`config.mk`:
```
export PLATFORM = sky130hd
export DESIGN_NAME = spi_cfg_regfile
export DESIGN_NICKNAME = d
export VERILOG_FILES = /design/src/rtl/spi_cfg_pkg.sv /design/src/rtl/spi_cfg_sync.sv /design/src/rtl/spi_cfg_ctrl.sv /design/src/rtl/spi_cfg_dp.sv /design/src/rtl/spi_cfg_regfile.sv
export SDC_FILE = /design/constraint.sdc
export NUM_CORES = 1
export LEC_CHECK = 0
export ABC_AREA = 1
export BUFFER_PORTS_ARGS = -buffer_cell sky130_fd_sc_hd__clkbuf_2
export CAP_MARGIN = 25
export CORE_UTILIZATION = 28
export CTS_BUF_LIST = sky130_fd_sc_hd__clkbuf_16
export DETAILED_ROUTE_END_ITERATION = 8
export PLACE_DENSITY = 0.52
export SLEW_MARGIN = 0
export SYNTH_ARGS = -nofsm -noshare
export SYNTH_HDL_FRONTEND = slang
export SYNTH_HIERARCHICAL = 1
export SYNTH_SLANG_ARGS = --single-unit
export TNS_END_PERCENT = 30
```
`constraint.sdc`:
```
create_clock -name clk -period 3.4 [get_ports clk]
set_input_delay 0.17 -clock clk [delete_from_list [all_inputs] [get_ports clk]]
set_output_delay 0.17 -clock clk [all_outputs]
set_load 0.01 [all_outputs]
```
`src/rtl/spi_cfg_pkg.sv`:
```
package spi_cfg_pkg;

  localparam int DATA_W = 8;

  // Register addresses (low bits of the 7-bit address field)
  localparam int ADDR_GEN    = 0;
  localparam int ADDR_DRV    = 1;
  localparam int ADDR_LAUNCH = 2;
  localparam int ADDR_CLEN   = 3;

  // Strobes from the frame control to the datapath
  typedef struct packed {
    logic shiftIn;    // take one MOSI bit into the receive shifter
    logic loadRead;   // capture the addressed register for readout
    logic misoShift;  // advance readout to the next bit
    logic commit;     // store the received data byte
  } ctrlStrb_t;

  typedef enum logic [2:0] {
    ST_IDLE,
    ST_HDR,
    ST_RARM,
    ST_RDATA,
    ST_WDATA,
    ST_WCOMMIT,
    ST_DONE
  } frameSt_t;

endpackage

```
`src/rtl/spi_cfg_sync.sv`:
```
module spi_cfg_sync #(
  parameter int STAGES = 2
) (
  input  logic clk,
  input  logic rstN,
  input  logic sckIn,
  input  logic ssN,
  input  logic mosiIn,
  output logic sckRise,
  output logic sckFall,
  output logic ssFall,
  output logic ssHigh,
  output logic mosiSync
);
  localparam int NSIG = 3;
  // reset levels: sck low, select high (inactive), mosi low
  localparam logic [NSIG-1:0] RST_VAL = 3'b010;

  logic [NSIG-1:0] raw;
  logic [NSIG-1:0] cur;
  logic [NSIG-1:0] prev;

  assign raw = {sckIn, ssN, mosiIn};

  for (genvar g = 0; g < NSIG; g++) begin : gSig
    logic [STAGES:0] chain;
    always_ff @(posedge clk or negedge rstN) begin
      if (!rstN) chain <= {(STAGES+1){RST_VAL[g]}};
      else       chain <= {chain[STAGES-1:0], raw[g]};
    end
    assign cur[g]  = chain[STAGES-1];
    assign prev[g] = chain[STAGES];
  end

  assign sckRise  =  cur[2] & ~prev[2];
  assign sckFall  = ~cur[2] &  prev[2];
  assign ssFall   = ~cur[1] &  prev[1];
  assign ssHigh   =  cur[1];
  assign mosiSync =  cur[0];
endmodule

```
`src/rtl/spi_cfg_ctrl.sv`:
```
module spi_cfg_ctrl
  import spi_cfg_pkg::*;
#(
  parameter int ADDR_W = 7
) (
  input  logic      clk,
  input  logic      rstN,
  input  logic      sckRise,
  input  logic      sckFall,
  input  logic      ssFall,
  input  logic      ssHigh,
  input  logic      mosiSync,
  output ctrlStrb_t strb,
  output logic      misoOe
);
  localparam int HDR_BITS   = 1 + ADDR_W;
  localparam int FRAME_BITS = HDR_BITS + DATA_W;
  localparam int CNT_W      = $clog2(FRAME_BITS + 1);
  localparam int OUT_W      = $clog2(DATA_W);

  frameSt_t         state;
  logic [CNT_W-1:0] bitCnt;
  logic [OUT_W-1:0] outCnt;
  logic             isRead;

  always_comb begin
    strb           = '0;
    strb.shiftIn   = sckRise && (state == ST_HDR || state == ST_WDATA);
    strb.loadRead  = (state == ST_RARM);
    strb.misoShift = sckFall && (state == ST_RDATA) && misoOe
                     && (outCnt < OUT_W'(DATA_W - 1));
    strb.commit    = (state == ST_WCOMMIT);
  end

  always_ff @(posedge clk or negedge rstN) begin
    if (!rstN) begin
      state  <= ST_IDLE;
      bitCnt <= '0;
      outCnt <= '0;
      isRead <= 1'b0;
      misoOe <= 1'b0;
    end else if (ssHigh) begin
      state  <= ST_IDLE;
      bitCnt <= '0;
      outCnt <= '0;
      misoOe <= 1'b0;
    end else begin
      case (state)
        ST_IDLE: begin
          if (ssFall) begin
            state  <= ST_HDR;
            bitCnt <= '0;
          end
        end
        ST_HDR: begin
          if (sckRise) begin
            bitCnt <= bitCnt + 1'b1;
            if (bitCnt == '0) isRead <= mosiSync;
            if (bitCnt == CNT_W'(HDR_BITS - 1))
              state <= isRead ? ST_RARM : ST_WDATA;
          end
        end
        ST_RARM: begin
          state  <= ST_RDATA;
          outCnt <= '0;
        end
        ST_RDATA: begin
          if (sckFall) begin
            if (!misoOe) misoOe <= 1'b1;
            else if (outCnt < OUT_W'(DATA_W - 1)) outCnt <= outCnt + 1'b1;
          end
        end
        ST_WDATA: begin
          if (sckRise) begin
            bitCnt <= bitCnt + 1'b1;
            if (bitCnt == CNT_W'(FRAME_BITS - 1)) state <= ST_WCOMMIT;
          end
        end
        ST_WCOMMIT: state <= ST_DONE;
        default:    state <= state;
      endcase
    end
  end
endmodule

```
`src/rtl/spi_cfg_dp.sv`:
```
module spi_cfg_dp
  import spi_cfg_pkg::*;
#(
  parameter int ADDR_W = 7,
  parameter int CLW    = 5
) (
  input  logic              clk,
  input  logic              rstN,
  input  ctrlStrb_t         strb,
  input  logic              mosiSync,
  input  logic              carrierIn,
  input  logic [CLW-1:0]    cableLen,
  output logic [DATA_W-1:0] cfg0Out,
  output logic [DATA_W-1:0] cfg1Out,
  output logic [DATA_W-1:0] cfg2Out,
  output logic              misoBit
);
  localparam int SH_W = ADDR_W + DATA_W;

  logic [SH_W-1:0]   rxShift;
  logic [DATA_W-1:0] txShift;
  logic [DATA_W-1:0] rdByte;
  logic [ADDR_W-1:0] wAddr;
  logic [DATA_W-1:0] wData;

  // stored fields
  logic       genMute;
  logic [1:0] genSleep;
  logic       genExt;
  logic [2:0] drvSwing;
  logic [2:0] drvOffset;
  logic       lnCoarse;
  logic [3:0] lnFine;

  assign wAddr = rxShift[SH_W-1:DATA_W];
  assign wData = rxShift[DATA_W-1:0];

  always_ff @(posedge clk or negedge rstN) begin
    if (!rstN) rxShift <= '0;
    else if (strb.shiftIn) rxShift <= {rxShift[SH_W-2:0], mosiSync};
  end

  always_ff @(posedge clk or negedge rstN) begin
    if (!rstN) begin
      genMute   <= 1'b0;
      genSleep  <= 2'b01;
      genExt    <= 1'b0;
      drvSwing  <= 3'b011;
      drvOffset <= 3'b001;
      lnCoarse  <= 1'b0;
      lnFine    <= 4'b0000;
    end else if (strb.commit) begin
      case (wAddr)
        ADDR_W'(ADDR_GEN): begin
          genMute  <= wData[6];
          genSleep <= wData[4:3];
          genExt   <= wData[2];
        end
        ADDR_W'(ADDR_DRV): begin
          drvSwing  <= wData[7:5];
          drvOffset <= wData[4:2];
        end
        ADDR_W'(ADDR_LAUNCH): begin
          lnCoarse <= wData[7];
          lnFine   <= wData[6:3];
        end
        default: ;
      endcase
    end
  end

  assign cfg0Out = {1'b0, genMute, 1'b0, genSleep, genExt, 2'b00};
  assign cfg1Out = {drvSwing, drvOffset, 2'b00};
  assign cfg2Out = {lnCoarse, lnFine, 3'b000};

  always_comb begin
    case (rxShift[ADDR_W-1:0])
      ADDR_W'(ADDR_GEN):    rdByte = cfg0Out | {carrierIn, {(DATA_W-1){1'b0}}};
      ADDR_W'(ADDR_DRV):    rdByte = cfg1Out;
      ADDR_W'(ADDR_LAUNCH): rdByte = cfg2Out;
      ADDR_W'(ADDR_CLEN):   rdByte = {cableLen, {(DATA_W-CLW){1'b0}}};
      default:              rdByte = '0;
    endcase
  end

  always_ff @(posedge clk or negedge rstN) begin
    if (!rstN) txShift <= '0;
    else if (strb.loadRead) txShift <= rdByte;
    else if (strb.misoShift) txShift <= {txShift[DATA_W-2:0], 1'b0};
  end

  assign misoBit = txShift[DATA_W-1];
endmodule

```
`src/rtl/spi_cfg_regfile.sv`:
```
module spi_cfg_regfile
  import spi_cfg_pkg::*;
#(
  parameter int ADDR_W      = 7,
  parameter int CLW         = 5,
  parameter int SYNC_STAGES = 2
) (
  input  logic              clk,
  input  logic              rstN,
  input  logic              sckIn,
  input  logic              ssN,
  input  logic              mosiIn,
  output logic              misoOut,
  output logic              misoOe,
  input  logic              carrierIn,
  input  logic [CLW-1:0]    cableLen,
  output logic [DATA_W-1:0] cfg0Out,
  output logic [DATA_W-1:0] cfg1Out,
  output logic [DATA_W-1:0] cfg2Out
);
  logic      sckRise, sckFall, ssFall, ssHigh, mosiSync;
  logic      misoBit;
  ctrlStrb_t strb;

  spi_cfg_sync #(.STAGES(SYNC_STAGES)) u_sync (
    .clk(clk), .rstN(rstN), .sckIn(sckIn), .ssN(ssN), .mosiIn(mosiIn),
    .sckRise(sckRise), .sckFall(sckFall), .ssFall(ssFall),
    .ssHigh(ssHigh), .mosiSync(mosiSync)
  );

  spi_cfg_ctrl #(.ADDR_W(ADDR_W)) u_ctrl (
    .clk(clk), .rstN(rstN), .sckRise(sckRise), .sckFall(sckFall),
    .ssFall(ssFall), .ssHigh(ssHigh), .mosiSync(mosiSync),
    .strb(strb), .misoOe(misoOe)
  );

  spi_cfg_dp #(.ADDR_W(ADDR_W), .CLW(CLW)) u_dp (
    .clk(clk), .rstN(rstN), .strb(strb), .mosiSync(mosiSync),
    .carrierIn(carrierIn), .cableLen(cableLen),
    .cfg0Out(cfg0Out), .cfg1Out(cfg1Out), .cfg2Out(cfg2Out),
    .misoBit(misoBit)
  );

  assign misoOut = misoOe & misoBit;
endmodule

```
**Word level (Yosys, flattened, before mapping)**

Cells that the tools add are included.

- Flip-flop bits (word level): 59
- Output and inout port bits: 26

- Magnitude comparators: 1
- Muxes and demuxes: 23
- $add $sub $neg: 2
- Equality and inequality tests: 21
- Bitwise gates (word level): 8
- Reduce and logical (&&, ||, !) cells: 24

Operators by type and width:

| kind | number |
|---|---|
| $mux W3 | 11 |
| $pmux W8 S4 | 1 |
| $eq A7 B2 Y1 const B | 3 |
| $mux W8 | 2 |
| $mux W5 | 3 |
| $pmux W3 S5 | 1 |
| $eq A7 B1 Y1 const B | 2 |
| $logic_not A7 Y1 | 2 |
| $ne A3 B2 Y1 const B | 4 |
| $ne A3 B3 Y1 const B | 4 |
| $pmux W5 S2 | 1 |
| $or A7 B8 Y8 | 1 |
| $reduce_and A2 Y1 | 4 |
| $reduce_and A4 Y1 | 2 |
| $eq A3 B2 Y1 const B | 2 |
| $eq A3 B3 Y1 const B | 2 |
| $pmux W3 S2 | 1 |
| $reduce_and A6 Y1 | 1 |
| $reduce_bool A2 Y1 | 3 |
| $reduce_bool A3 Y1 | 2 |
| $reduce_bool A6 Y1 | 1 |
| $add A5 B1 Y5 const B | 1 |
| $eq A5 B3 Y1 const B | 1 |
| $eq A5 B4 Y1 const B | 1 |
| 13 further kinds | 23 |

**Longest topological paths before layout**

- Depth after elaboration: 7
- Gate-level depth with buffers: 10

**Cells and area by module**

Netlist, hierarchy kept.

Modules (own cells, without submodules):

| module | area an instance (um^2) | instances | sequential area each (um^2) | cells an instance |
|---|---|---|---|---|
| spi_cfg_dp | 1,784.2 | 1 | 905.9 | 204 |
| spi_cfg_ctrl | 897.1 | 1 | 325.3 | 119 |
| spi_cfg_sync | 226.5 | 1 | 203.9 | 14 |
| spi_cfg_regfile | 7.5 | 1 | 0.0 | 2 |

**Worst setup path after synthesis**

No wires, ideal clock.

- Path type: flip-flop to flip-flop
- Start: register u_ctrl.state[2]
- End: register u_dp.txShift[5]
- Setup time: 0.126 ns
- Buffers on the path: 0
- Stages on the path, launching flop included: 7
- Clock period less this slack: 1.450 ns
- Required time: 3.274 ns
- Path slack: 1.950 ns
- Data arrival time: 1.323 ns
- Path through: dfrtp_1 -> inv_2 -> nand3_1 -> nor2_1 -> inv_1 -> o21ai_0 -> a21oi_2

RTL lines:

| what | RTL line | RTL |
|---|---|---|
| start: declaration | spi_cfg_ctrl.sv:21 | `frameSt_t state;` |
| start signal: assignment | spi_cfg_ctrl.sv:60 | `state <= isRead ? ST_RARM : ST_WDATA;` |
| start signal: assignment | spi_cfg_ctrl.sv:80 | `default: state <= state;` |
| end signal: assignment | spi_cfg_dp.sv:88 | `else if (strb.loadRead) txShift <= rdByte;` |
| end signal: assignment | spi_cfg_dp.sv:89 | `else if (strb.misoShift) txShift <= {txShift[DATA_W-2:0], 1'b0};` |
| end: declaration | spi_cfg_dp.sv:21 | `logic [DATA_W-1:0] txShift;` |

==> impl_metrics.env <==
export IMPL_worst_setup_path_type="reg -> reg"
export IMPL_via_count=2272
export IMPL_root_buffer="clkbuf_16"
export IMPL_post_route_min_period_ns=1.679
export IMPL_grt_max_degree=40
export IMPL_cts_buffers_inserted=9
export IMPL_clock_skew_ns=0.006186
export IMPL_critPathMaxStageDelay_ns=0.44
export IMPL_grt_overflow=0
export IMPL_tritoncts="yes"
export IMPL_ys_async_sr_fraction=1.000
export IMPL_setup_viol=0
export IMPL_total_power_w=0.002601
export IMPL_routed_wl_um=6048
export IMPL_fin_crit_sh=0.4937
export IMPL_final_cell_mix="nand2_1 (71), dfrtp_1 (50), nand3_1 (37), inv_1 (34), clkbuf_2 (27)"
export IMPL_tns_ns=0
export IMPL_place_ws_ns=1.771
export IMPL_crit_chain="inv_2 -> nand2_2 -> nor2_1 -> nand2_1 -> nor3_2 -> nand4_2 -> nand2_1 -> o21ai_1"
export IMPL_ys_seq_area_frac=0.4923
export IMPL_nNetsFinal=388
export IMPL_antenna_cells=0
export IMPL_synth_area_top_cells="dfrtp_1 (43%), nand2_1 (9.1%), nand3_1 (6.4%)"
export IMPL_area_growth_pct=20.39
export IMPL_hpwl_um=4304
export IMPL_hold_slack_ns=0.2086
export IMPL_cts_resized=0
export IMPL_fill_cells=1007
export IMPL_timing_final_ws_setup_ns=1.721
export IMPL_grt_pass1_vias=2147
export IMPL_rsz0062_at_grt="no"
export IMPL_crit_buf_inv=1
export IMPL_synth_edf_count=0
export IMPL_p_leak_nw=1.635
export IMPL_wl_per_cell_um=11.84
export IMPL_cp_common_cell="nand2_1"
export IMPL_die_area_um2=10820
export IMPL_track_usage=0.1232
export IMPL_syn_area_um2=2915
export IMPL_slowest_stage="dfrtp_1"
export IMPL_status="complete, no violations"
export IMPL_fin_util=0.3526
export IMPL_clkSinkCount=57
export IMPL_core_um2=9955
export IMPL_antenna_found_initial=0
export IMPL_ios=37
export IMPL_ant_nets=0
export IMPL_critPathMaxFanout=10
export IMPL_drtPass1Iterations=5
export IMPL_ys_seq_elements=57
export IMPL_max_freq_mhz=595.7
export IMPL_cp_arrival_ns=1.89
export IMPL_die_w_um=104.0
export IMPL_worstSetupEndpointType="flop"
export IMPL_yosys_area_top_type_share=0.4292
export IMPL_crit_path_start_kind="flop"
export IMPL_drive_gt1_frac=0.2460
export IMPL_hold_viol=0
export IMPL_yosys_warnings=6
export IMPL_h_tree_depth=3
export IMPL_fp_row_count=36
export IMPL_synth_ff_type="dfrtp_1"
export IMPL_slew_violations=0
export IMPL_clock_path_buffers=2
export IMPL_power_density_nw_per_um2=741.2
export IMPL_avgSynthCellArea_um2=8.600
export IMPL_maxCapViolations=0
export IMPL_r2r_setup_slack_ns=1.72
export IMPL_drt_iter0_markers=145
export IMPL_initial_core_util=0.2929
export IMPL_ys_types=32
export IMPL_place_port_buffers=27
export IMPL_critical_path_top_delay_family="simple AND/OR/NAND/NOR gates"
export IMPL_clkTransAtPathRegs_ns=0.06
export IMPL_synth_cells=339
export IMPL_insertion_delay_ns=0.32
export IMPL_grt_pass1_wl_um=10410
export IMPL_die_h_um=104.0
export IMPL_synth_top_area_cell="dfrtp_1"
export IMPL_hp_class="in -> reg"
export IMPL_place_congestion=0.8720
export IMPL_final_common_cell="nand2_1"
export IMPL_crit_required_ns=3.61
export IMPL_ir_worst_vdd_mv=0.3766
export IMPL_post_route_drc_count=0
export IMPL_vias_per_cell=4.446
-- worst paths after layout --
path                                    startpoint                       to  cells past startpoint
min reg2reg                u_sync/gSig[0].chain[0]  u_sync/gSig[0].chain[1]                      0
min                                    cableLen[0]          u_dp/txShift[3]                      5
min in group asynchronous                     rstN  u_sync/gSig[2].chain[1]                      2
max in group asynchronous                     rstN         u_dp/genSleep[0]                      4
max                                u_ctrl/state[1]           u_dp/lnFine[1]                      8
max reg2reg                        u_ctrl/state[1]           u_dp/lnFine[1]                      8
-- worst reg2reg max path, cell delays in order, from the launching register on --
cell and delay [ns]:
dfrtp_1 0.44, inv_2 0.10, nand2_2 0.08, nor2_1 0.26
nand2_1 0.11, nor3_2 0.12, nand4_2 0.24, nand2_1 0.15
o21ai_1 0.07
-- area by class of cell --
cell class | count | area [µm²] | area share
Clock buffer | 9 | 225.2 | 0.06417
Clock inverter | 7 | 102.6 | 0.02923
Inverter | 41 | 153.9 | 0.04385
Multi-Input combinational cell | 229 | 1209 | 0.3444
Sequential cell | 57 | 1435 | 0.4089
Tap cell | 133 | 166.4 | 0.04742
Timing Repair Buffer | 35 | 217.7 | 0.06203
-- power breakdown --
part	leakage, nW	internal, W	switching (W)
clock network	0.157	0.000648	0.000325
registers	0.738	0.000815	0.000104
logic	0.740	0.000223	0.000486
-- what timing repair did --
item                                   in CTS  in global routing
endpoints found under the hold margin       3                 43
hold buffers                                3                  1
setup buffers                               0                  0
-- layer usage --
metal | part of all wire | track usage | vias up
met5 | 0 | 0 | -
li1 | - | - | 1159
met1 | 0.50 | 0.1613 | 1074
met4 | 0.0091 | 0.06122 | 0
met3 | 0.022 | 0.03571 | 2
met2 | 0.47 | 0.1852 | 37
-- cells in the mapped netlist (6+ instances only) --
cell type / count
nand2_1: 71
dfrtp_1: 50
nand3_1: 37
inv_1: 34
o21ai_0: 19
o21ai_1: 17
nor2_1: 15
buf_4: 13
nor2_2: 8
a21oi_1: 7
dfstp_2: 7
inv_2: 7
nand4_1: 7
nand2_2: 6
o21ai_2: 6
-- per-stage QoR --
stage	area, µm²	cells
floorplan	2945	347
finish	3510	511
global route	3510	511
detailed placement	3122	490
global placement	3122	490
CTS	3480	509
-- flip-flops by register name (all words and copies together) (netlist names), 3 cells and up --
name and cells:
u_dp/lnFine 4, u_sync/gSig.chain 8, u_ctrl/state 3, u_dp/drvSwing 3
u_ctrl/bitCnt 5, u_ctrl/outCnt 3, u_dp/rxShift 15, u_dp/drvOffset 3
u_dp/txShift 6
-- kinds of logic (layout without fill, tap and decap cells) --
kind of cell / Yosys count / count (layout) / share of synthesized area
AOI/OAI and AO/OA: 56 / 56 / 0.1112
xor gates and xnor gates: 3 / 3 / 0.009015
adders and majority gates: 4 / 4 / 0.01717
buffers and inverters: 61 / 92 / 0.1034
DFF: 57 / 57 / 0.4923
other: 1 / 9 / 0.001286
and+or+nand+nor: 157 / 157 / 0.2657
Power figures use the tool's default switching activity.
